## src/rtl/hexld_pkg.sv

```systemverilog
package hexld_pkg;
   typedef enum logic [1:0] {PS_IDLE, PS_HI, PS_LO, PS_END} pstate_t;

   localparam logic [7:0] CH_COLON = 8'h3A;
   localparam logic [7:0] CH_CR    = 8'h0D;
   localparam logic [7:0] CH_LF    = 8'h0A;

   localparam logic [7:0] REC_DATA = 8'h00;
   localparam logic [7:0] REC_EOF  = 8'h01;
   localparam logic [7:0] REC_SEG  = 8'h02;
   localparam logic [7:0] REC_LIN  = 8'h04;

   localparam int LANES   = 4;
   localparam int LANE_W  = 8;
   localparam int BYTE_AW = 32;
endpackage

```

## src/rtl/hexld_nibble.sv

```systemverilog
module hexld_nibble (
   input  logic [7:0] ch,
   output logic [3:0] val,
   output logic       ok
);
   always_comb begin
      val = 4'h0;
      ok  = 1'b0;
      if (ch >= 8'h30 && ch <= 8'h39) begin
         val = ch[3:0];
         ok  = 1'b1;
      end else if ((ch >= 8'h41 && ch <= 8'h46) || (ch >= 8'h61 && ch <= 8'h66)) begin
         val = ch[3:0] + 4'd9;
         ok  = 1'b1;
      end
   end
endmodule

```

## src/rtl/hexld_parser.sv

```systemverilog
module hexld_parser
   import hexld_pkg::*;
(
   input  logic        clk,
   input  logic        rst_n,
   input  logic        ch_valid,
   input  logic [7:0]  ch,
   output logic        wr_stb,
   output logic [7:0]  wr_byte,
   output logic [15:0] rec_addr,
   output logic [7:0]  rec_off,
   output logic        set_seg,
   output logic        set_lin,
   output logic [15:0] base_val,
   output logic        ck_fail,
   output logic        err_o,
   output logic        done_o
);
   pstate_t     st;
   logic [3:0]  hi_nib, nib;
   logic        is_hex;
   logic [8:0]  idx, rel;
   logic [7:0]  len, rtype, sum, sum_n, cur;
   logic [15:0] addr_q, pay;
   logic        err_q;
   logic        take, is_data, is_ck, ck_ok;

   hexld_nibble u_nib (.ch(ch), .val(nib), .ok(is_hex));

   assign cur     = {hi_nib, nib};
   assign sum_n   = sum + cur;
   assign rel     = idx - 9'd4;
   assign is_data = (idx >= 9'd4) && (rel < {1'b0, len});
   assign is_ck   = (idx >= 9'd4) && (rel == {1'b0, len});
   assign take    = ch_valid && (st == PS_LO) && is_hex;

   assign wr_stb   = take && is_data && (rtype == REC_DATA);
   assign wr_byte  = cur;
   assign rec_off  = rel[7:0];
   assign rec_addr = addr_q;
   assign ck_ok    = take && is_ck && (sum_n == 8'h00);
   assign ck_fail  = take && is_ck && (sum_n != 8'h00);
   assign set_seg  = ck_ok && (rtype == REC_SEG);
   assign set_lin  = ck_ok && (rtype == REC_LIN);
   assign base_val = pay;
   assign err_o    = err_q;
   assign done_o   = (st == PS_END);

   always_ff @(posedge clk) begin
      if (!rst_n) begin
         st     <= PS_IDLE;
         hi_nib <= 4'h0;
         idx    <= 9'd0;
         len    <= 8'h00;
         addr_q <= 16'h0000;
         rtype  <= 8'h00;
         sum    <= 8'h00;
         pay    <= 16'h0000;
         err_q  <= 1'b0;
      end else if (ch_valid) begin
         case (st)
            PS_IDLE: begin
               if (ch == CH_COLON) begin
                  st  <= PS_HI;
                  idx <= 9'd0;
                  sum <= 8'h00;
               end else if (ch != CH_CR && ch != CH_LF) begin
                  err_q <= 1'b1;
               end
            end
            PS_HI, PS_LO: begin
               if (!is_hex) begin
                  err_q <= 1'b1;
                  if (ch == CH_COLON) begin
                     st  <= PS_HI;
                     idx <= 9'd0;
                     sum <= 8'h00;
                  end else begin
                     st <= PS_IDLE;
                  end
               end else if (st == PS_HI) begin
                  hi_nib <= nib;
                  st     <= PS_LO;
               end else begin
                  sum <= sum_n;
                  idx <= idx + 9'd1;
                  st  <= PS_HI;
                  case (idx)
                     9'd0:    len          <= cur;
                     9'd1:    addr_q[15:8] <= cur;
                     9'd2:    addr_q[7:0]  <= cur;
                     9'd3:    rtype        <= cur;
                     default: if (is_data) pay <= {pay[7:0], cur};
                  endcase
                  if (is_ck) begin
                     if (sum_n != 8'h00) begin
                        err_q <= 1'b1;
                        st    <= PS_IDLE;
                     end else if (rtype == REC_EOF) begin
                        st <= PS_END;
                     end else begin
                        st <= PS_IDLE;
                     end
                  end
               end
            end
            default: ;
         endcase
      end
   end
endmodule

```

## src/rtl/hexld_addr.sv

```systemverilog
module hexld_addr
   import hexld_pkg::*;
#(
   parameter int ADDR_W = 30
) (
   input  logic              clk,
   input  logic              rst_n,
   input  logic              set_seg,
   input  logic              set_lin,
   input  logic [15:0]       val,
   input  logic [15:0]       rec_addr,
   input  logic [7:0]        rec_off,
   output logic [ADDR_W-1:0] word_addr,
   output logic [1:0]        lane
);
   localparam int LANE_BITS = $clog2(LANES);

   logic [BYTE_AW-1:0] base, byte_addr;

   always_ff @(posedge clk) begin
      if (!rst_n)       base <= '0;
      else if (set_seg) base <= {12'h000, val, 4'h0};
      else if (set_lin) base <= {val, 16'h0000};
   end

   assign byte_addr = base + {16'h0000, rec_addr} + {24'h000000, rec_off};
   assign word_addr = byte_addr[ADDR_W+LANE_BITS-1:LANE_BITS];
   assign lane      = byte_addr[LANE_BITS-1:0];
endmodule

```

## src/rtl/hex_loader.sv

```systemverilog
module hex_loader
   import hexld_pkg::*;
#(
   parameter int ADDR_W  = 30,
   parameter int CNT_W   = 8,
   parameter bit CNT_SAT = 1'b1
) (
   input  logic              clk,
   input  logic              rst_n,
   input  logic              in_valid,
   input  logic [7:0]        in_data,
   output logic              in_ready,
   output logic              mem_we,
   output logic [ADDR_W-1:0] mem_addr,
   output logic [3:0]        mem_be,
   output logic [31:0]       mem_wdata,
   output logic              done,
   output logic              error,
   output logic [CNT_W-1:0]  bad_cnt
);
   if (ADDR_W < 14 || ADDR_W > 30) begin : g_bad_aw
      $error("hex_loader: ADDR_W must lie in 14..30");
   end
   if (CNT_W < 1 || CNT_W > 32) begin : g_bad_cw
      $error("hex_loader: CNT_W must lie in 1..32");
   end

   logic              wr_stb, set_seg, set_lin, ck_fail;
   logic [7:0]        wr_byte, rec_off;
   logic [15:0]       rec_addr, base_val;
   logic [ADDR_W-1:0] w_addr;
   logic [1:0]        lane;

   assign in_ready = 1'b1;

   hexld_parser u_parse (
      .clk(clk), .rst_n(rst_n), .ch_valid(in_valid), .ch(in_data),
      .wr_stb(wr_stb), .wr_byte(wr_byte), .rec_addr(rec_addr), .rec_off(rec_off),
      .set_seg(set_seg), .set_lin(set_lin), .base_val(base_val),
      .ck_fail(ck_fail), .err_o(error), .done_o(done)
   );

   hexld_addr #(.ADDR_W(ADDR_W)) u_addr (
      .clk(clk), .rst_n(rst_n), .set_seg(set_seg), .set_lin(set_lin),
      .val(base_val), .rec_addr(rec_addr), .rec_off(rec_off),
      .word_addr(w_addr), .lane(lane)
   );

   always_ff @(posedge clk) begin
      if (!rst_n) begin
         mem_we   <= 1'b0;
         mem_addr <= '0;
      end else begin
         mem_we <= wr_stb;
         if (wr_stb) mem_addr <= w_addr;
      end
   end

   for (genvar i = 0; i < LANES; i++) begin : g_lane
      always_ff @(posedge clk) begin
         if (!rst_n || !wr_stb) begin
            mem_be[i]                      <= 1'b0;
            mem_wdata[i*LANE_W +: LANE_W] <= '0;
         end else begin
            mem_be[i]                      <= (lane == i);
            mem_wdata[i*LANE_W +: LANE_W] <= (lane == i) ? wr_byte : '0;
         end
      end
   end

   if (CNT_SAT) begin : g_sat
      always_ff @(posedge clk) begin
         if (!rst_n)                         bad_cnt <= '0;
         else if (ck_fail && bad_cnt != '1)  bad_cnt <= bad_cnt + 1'b1;
      end
   end else begin : g_wrap
      always_ff @(posedge clk) begin
         if (!rst_n)       bad_cnt <= '0;
         else if (ck_fail) bad_cnt <= bad_cnt + 1'b1;
      end
   end
endmodule

```

## config.mk

```make
export PLATFORM = sky130hd
export DESIGN_NAME = hex_loader
export DESIGN_NICKNAME = d
export VERILOG_FILES = /design/src/rtl/hexld_pkg.sv /design/src/rtl/hexld_nibble.sv /design/src/rtl/hexld_parser.sv /design/src/rtl/hexld_addr.sv /design/src/rtl/hex_loader.sv
export SDC_FILE = /design/constraint.sdc
export NUM_CORES = 1
export LEC_CHECK = 0
export CAP_MARGIN = 30
export CORE_UTILIZATION = 40
export CTS_BUF_LIST = sky130_fd_sc_hd__clkbuf_8
export DETAILED_ROUTE_END_ITERATION = 12
export MAX_ROUTING_LAYER = met4
export PLACE_DENSITY = 0.69
export REMOVE_ABC_BUFFERS = 1
export SLEW_MARGIN = 40
export SYNTH_ARGS = -nofsm -noshare
export SYNTH_HDL_FRONTEND = slang
export SYNTH_SLANG_ARGS = --single-unit
export TNS_END_PERCENT = 20
```

## constraint.sdc

```tcl
create_clock -name clk -period 6.2 [get_ports clk]
set_clock_uncertainty 0.1 [all_clocks]
set_input_delay 0.93 -clock clk [delete_from_list [all_inputs] [get_ports clk]]
set_output_delay 0.93 -clock clk [all_outputs]
set_load 0.005 [all_outputs]
```

Word level (Yosys, flattened, before mapping)
Cells that the tools add are included.

Div/mod/pow operators: 0. Bitwise gates (word level): 7. Shifts and indexed selects: 0. Add/subtract/negate cells: 7. Multipliers: 0. Muxes and demuxes: 29. Magnitude comparators: 8. Reduce and logical (&&, ||, !) cells: 44. Equality and inequality tests: 23.

Operators with widths (count): $mux W20 (2); $add A32 B16 Y32 (1); $add A32 B8 Y32 (1); $mux W9 (3); $mux W8 (3); $reduce_and A5 Y1 (4); $eq A9 B2 Y1 const B (2); $pmux W9 S2 (1); $ge A8 B7 Y1 const B (2); $le A8 B7 Y1 const B (2); $logic_and A1 B1 Y1 (16); $logic_not A8 Y1 (2); $ne A8 B4 Y1 const B (2); $pmux W8 S2 (1); $mux W2 (6); $reduce_or A2 Y1 (6); $add A9 B1 Y9 const B (1); $eq A9 B1 Y1 const B (1); $eq A9 B8 Y1 (1); $ge A9 B3 Y1 const B (1); $logic_not A9 Y1 (1); $lt A9 B8 Y1 (1); $mux W1 (9); $ne A3 B3 Y1 const B (3); 29 further kinds (46).

Word-level logic and storage cells: 141. Latch bits: 0. Input bits: 11. Register bits after elaboration: 175. Bits in writable memories: 0. Output and inout bits: 78. ROM bits: 0. Memories: 0.

Depth between registers and ports, before layout
Word-level depth: 12. Gate-level depth with buffers: 20. Gate-level depth less buffers: 17.

Modules after synthesis
From an unflattened synthesis, not the netlist that was laid out.

Cells, all modules: 1036. Area total of the unflattened synthesis: 9087.5 um^2.

By module, submodules not included: hexld_parser (cells each 492, seq. area each 1441.4 um^2, area each 3907.5 um^2, times used 1); hexld_addr (cells each 300, seq. area each 560.5 um^2, area each 2494.9 um^2, times used 1); hex_loader (cells each 219, seq. area each 1501.4 um^2, area each 2481.1 um^2, times used 1); hexld_nibble (cells each 25, seq. area each 0.0 um^2, area each 203.9 um^2, times used 1).

Least setup slack after synthesis
OpenSTA, ideal clock, no wires.

Kind: input to register. Start point: input port in_data[1]. End point: register bad_cnt[6]. Stages on the path: 20. Library setup time: 132 ps. Path slack: 1521 ps. Data arrival time: 4447 ps. Required time: 5968 ps. Buffers on the path: 3. Path through: inv_1 > ha_1 > o21ba_2 > o21a_1 > xnor2_1 > nand2_1 > inv_1 > ha_1 > inv_1 > fa_1 > nand2b_1 > a2111o_1 > o311ai_0 > nor2b_1 > clkbuf_1 > and3_1 > buf_2 > buf_4 > o41ai_1 > a21oi_1.

Cells in the longest elaborated chain, start to end: 9. Elaborated cells on any way between the ends: 21. Those cells by class: add/sub (2); order compare (6); mux (4); reduce/logical (9).

RTL lines: from (decl) (RTL line hex_loader.sv:11) `input logic [7:0] in_data,`; $ge A8 B7 Y1 or $le A8 B7 Y1 (tied branches) (RTL line hexld_nibble.sv:12) `end else if ((ch >= 8'h41 && ch <= 8'h46) || (ch >= 8'h61 && ch <= 8'h66)) begin`; $logic_and A1 B1 Y1 (RTL line hexld_nibble.sv:12); $logic_or A1 B1 Y1 (RTL line hexld_nibble.sv:12); $mux W4 (RTL line hexld_nibble.sv:12); $mux W4 * (RTL line hexld_nibble.sv:9) `if (ch >= 8'h30 && ch <= 8'h39) begin`; named net u_parse.nib[0] (RTL line hexld_parser.sv:20) `logic [3:0] hi_nib, nib;`; $add A8 B8 Y8 * (RTL line hexld_parser.sv:31) `assign sum_n = sum + cur;`; $reduce_bool A8 Y1 * (RTL line hexld_parser.sv:42) `assign ck_fail = take && is_ck && (sum_n != 8'h00);`; $logic_and A1 B1 Y1 * (RTL line hexld_parser.sv:42); $logic_and A1 B1 Y1 * (RTL line hex_loader.sv:74) `else if (ck_fail && bad_cnt != '1) bad_cnt <= bad_cnt + 1'b1;`; to (signal assigned) (RTL line hex_loader.sv:74); to (decl) (RTL line hex_loader.sv:19) `output logic [CNT_W-1:0] bad_cnt`.

The timed path passes the listed nets; every way through them passes the cells marked *. A chain may end at the register's enable or synchronous reset.

Worst setup path in the final report
Start point: input port in_data[0]. End point: register u_parse.st[1].

Cells in the longest elaborated chain, start to end: 12. Elaborated cells on any way between the ends: 25. Those cells by class: add/sub (2); order compare (6); eq/ne (2); mux (9); reduce/logical (6).

RTL lines: $ge A8 B7 Y1 or $le A8 B7 Y1 (tied branches) (RTL line hexld_nibble.sv:12); $logic_and A1 B1 Y1 (RTL line hexld_nibble.sv:12); $logic_or A1 B1 Y1 (RTL line hexld_nibble.sv:12); $mux W4 (RTL line hexld_nibble.sv:12); $mux W4 * (RTL line hexld_nibble.sv:9); named net u_parse.nib[1] (RTL line hexld_parser.sv:20); $add A8 B8 Y8 * (RTL line hexld_parser.sv:31); $reduce_bool A8 Y1 * (RTL line hexld_parser.sv:96) `if (sum_n != 8'h00) begin`; $mux W2 * (RTL line hexld_parser.sv:96); $mux W2 * (RTL line hexld_parser.sv:95) `if (is_ck) begin`; $mux W2 * (RTL line hexld_parser.sv:81) `end else if (st == PS_HI) begin`; $mux W2 * (RTL line hexld_parser.sv:72) `if (!is_hex) begin`; $pmux W2 S2 * (RTL line hexld_parser.sv:61) `case (st)`; to (signal assigned) (RTL line hexld_parser.sv:64) `st <= PS_HI;`; to (signal assigned) (RTL line hexld_parser.sv:75) `st <= PS_HI;`; to (signal assigned) (RTL line hexld_parser.sv:83) `st <= PS_LO;`; to (decl) (RTL line hexld_parser.sv:19) `pstate_t st;`.

Marked as above.

==> impl_metrics.py <==
metrics = {
    "detailed_routing": {
        "drc_errors": 0,
        "vias": 7422,
        "totalWireLength_mm": 22.2,
        "met3_wirelength_mm": 1.10,
        "drt-pass1-iter-count": 5,
        "highest_layer": "met4",
        "routed_via_density": 5.39,
        "met2_length_mm": 10.3,
        "drtIter0Drc": 519,
        "wire_per_inst_um": 16.1,
        "drtAntennaViolNets": 0,
        "wl_met1_mm": 10.4,
    },
    "timing": {
        "post-route-period-util_pct": 91.2,
        "fin_crit_ns": 5.66,
        "fin_ws_ns": 0.544,
        "maxClockFrequency_mhz": 177,
        "tns_ns": 0,
        "hold_viol_final": 0,
        "slew_headroom_pct": 45.0,
        "drv_slew": 0,
        "setup_viol": 0,
        "whs_ns": 0.358,
        "worst_slew_pin_slew_ns": 0.819,
        "rsz0062_at_grt": "no",
    },
    "setup_path": {
        "cpMaxStageDelayCell": "clkdlybuf4s50_1",
        "setup.worst_path.start_class": "input pin",
        "critPathMaxFanout": 18,
        "path_cells": "clkdlybuf4s50_1 -> inv_1 -> ha_1 -> o21ba_2 -> o21ai_1 -> mux2_2 -> nand2_1 -> inv_1 -> ha_1 -> a211oi_2 -> nor2_1 -> a311oi_1 -> nor2b_1 -> and3_1 -> nand4_1 -> o31ai_1",
        "worstPathArrival_ns": 5.95,
        "required_ns": 6.50,
        "cp-end-kind": "flop",
        "crit_type": "in -> reg",
        "cp_slowest_stage_delay_ns": 0.59,
    },
    "clock_network": {
        "cts_sinks": 175,
        "clockRootBuffer": "clkbuf_8",
        "path_clk_slew_ns": 0.10,
        "post_cts_buffers": 0,
        "cts_buffers": 17,
        "h-tree-depth": 4,
        "hold_buffers": 0,
        "ctsLongestPathBuffers": 2,
        "clk_latency_ns": 0.47,
        "cts_tree": "built",
        "cts_resized": 0,
    },
    "floorplanning": {
        "die_w_um": 151,
        "initial_core_util_pct": 40.9,
        "boundaryPins": 89,
        "die-area_um2": 22900,
        "fp.dieH_um": 151,
        "core_um2": 21800,
        "rows": 54,
    },
    "cells_and_area": {
        "fin_util_pct": 48.1,
        "num-fill-cells": 2060,
        "nNetsFinal": 1161,
        "diodes": 0,
        "multiInputGateArea_um2": 4970,
        "seq_area_um2": 3500,
        "drive_gt1_share_pct": 7.29,
        "area.growth.synth_to_final_pct": 17.5,
        "stdcell_area_um2": 10500,
    },
    "synth": {
        "synth_cells": 1013,
        "synth_seq_area_share_pct": 39.2,
        "synth_top_cell_by_area": "dfxtp_1",
        "ys.flop_type": "dfxtp_1",
        "synth_edf_count": 0,
        "synthArstFlopShare_pct": 0,
        "yosysWarnings": 0,
        "synth-seq-cells": 175,
        "synth_commonest_cells": "dfxtp_1 (175), nor2_1 (118), nand2_1 (67), inv_1 (66), a21oi_1 (62)",
        "synth_area_per_cell_um2": 8.81,
        "synth.most_common_cell": "dfxtp_1",
        "syn_area_um2": 8930,
        "yosys-top-cells-area": "dfxtp_1 (39%), ha_1 (8.4%), mux2i_1 (6.3%), nor2_1 (5.0%), a21oi_1 (3.5%)",
        "yosysUniqueCellTypes": 81,
        "synthDominantCellAreaShare_pct": 39.2,
    },
    "global_routing": {
        "grt_pass1_vias": 6857,
        "grt.total_usage_pct": 20.8,
        "grt_max_degree": 41,
        "antenna_found_initial": 0,
        "grt.overflow.total": 0,
        "grt_pass1_wl_mm": 35.9,
    },
    "power": {
        "vdd_ir_drop_max_mv": 0.115,
        "leakagePower_nw": 4.21,
        "powerDensity_nw_per_um2": 193,
    },
    "min_path": {
        "hold_path_class": "reg -> reg",
    },
    "placed_design": {
        "dp_slack_ns": 0.125,
        "hpwlAfterDp_mm": 16.0,
        "globalplace.congestion": 0.858,
        "io_buffers": 87,
        "placed_cell_area_um2": 10100,
    },
    "run_status": {
        "status": "completed",
    },
    "job": {
        "drv_cap": 0,
    },
}
worst paths after layout:
path                  start        endpoint  slack (ns)  depth (start not counted)
max              in_data[0]   u_parse.st[1]        0.54                         16
min          u_parse.len[2]  u_parse.len[2]        0.36                          2
max reg2reg  u_parse.idx[2]    mem_addr[24]        1.42                         14
min reg2reg  u_parse.len[2]  u_parse.len[2]        0.36                          2
state kept, by name, summed over array words and instances, names as in the netlist:
name              count
u_parse.rtype         8
u_parse.st            2
u_parse.rec_addr     16
u_parse.idx           9
u_parse.sum           8
u_parse.len           8
mem_we                1
mem_addr             30
u_parse.hi_nib        4
u_parse.err_o         1
mem_wdata            32
u_addr.base          28
mem_be                4
bad_cnt               8
u_parse.base_val     16
stage by stage:
step	instances	power, mW
floorplan	963	1.18
global placement	1344	1.21
detailed placement	1344	1.21
CTS	1376	2.05
global route	1377	2.10
finish	1377	2.03
worst max-delay path, delay by kind of cell:
| kind | cells | cell delay [ns] |
|---|---|---|
| AO/OA/AOI/OAI | 5 | 1.50 |
| adder cells (fa/ha/maj) | 2 | 0.53 |
| buffers and inverters | 3 | 0.86 |
| multiplexers | 1 | 0.43 |
| AND/OR/NAND/NOR | 5 | 1.69 |
power by group:
| group | internal, mW | switching, mW |
|---|---|---|
| logic | 0.0202 | 0.0416 |
| clock network | 0.404 | 0.441 |
| registers | 1.12 | 0.000335 |
routing by layer:
metal,vias up,track usage [%]
met4,0,7.05
li1,3716,-
met2,172,32.2
met1,3505,27.0
met5,-,-
met3,29,4.04
area by class of cell:
cell class	count	share of cell area, %
multi-input combinational	721	47.4
sequential	175	33.4
timing repair buffer	102	9.49
tap	280	3.34
inverter	67	2.40
clock buffer	17	2.23
clock inverter	15	1.76
cell usage in the layout (no fill, tap or decap), types with 7 or more instances in the layout:
master | netlist | routed
a211oi_1 | 8 | 8
a21o_1 | 12 | 12
a21oi_1 | 62 | 62
a311oi_1 | 9 | 9
a31oi_1 | 11 | 10
a41oi_1 | 7 | 7
and2_1 | 20 | 20
buf_4 | 4 | 14
clkbuf_8 | 0 | 17
clkdlybuf4s50_1 | 0 | 87
dfxtp_1 | 175 | 175
ha_1 | 60 | 60
inv_1 | 66 | 65
mux2i_1 | 56 | 56
nand2_1 | 67 | 67
nand3_1 | 39 | 39
nand4_1 | 11 | 11
nor2_1 | 118 | 118
nor2b_1 | 7 | 7
nor3_1 | 16 | 16
o21ai_0 | 40 | 40
o2bb2ai_1 | 11 | 11
o31ai_1 | 7 | 7
or3_1 | 10 | 10
or4_1 | 7 | 7
xnor2_1 | 20 | 20
xor2_1 | 9 | 9
kinds of logic after synthesis:
family,share of synthesized area (%)
AOI/OAI and AO/OA,15.9
xor gates and xnor gates,3.03
adders and majority gates,9.75
buffers and inverters,5.42
DFF,39.2
muxes,6.53
other,0.0420
and+or+nand+nor,20.1
Power figures use the tool's default switching activity.
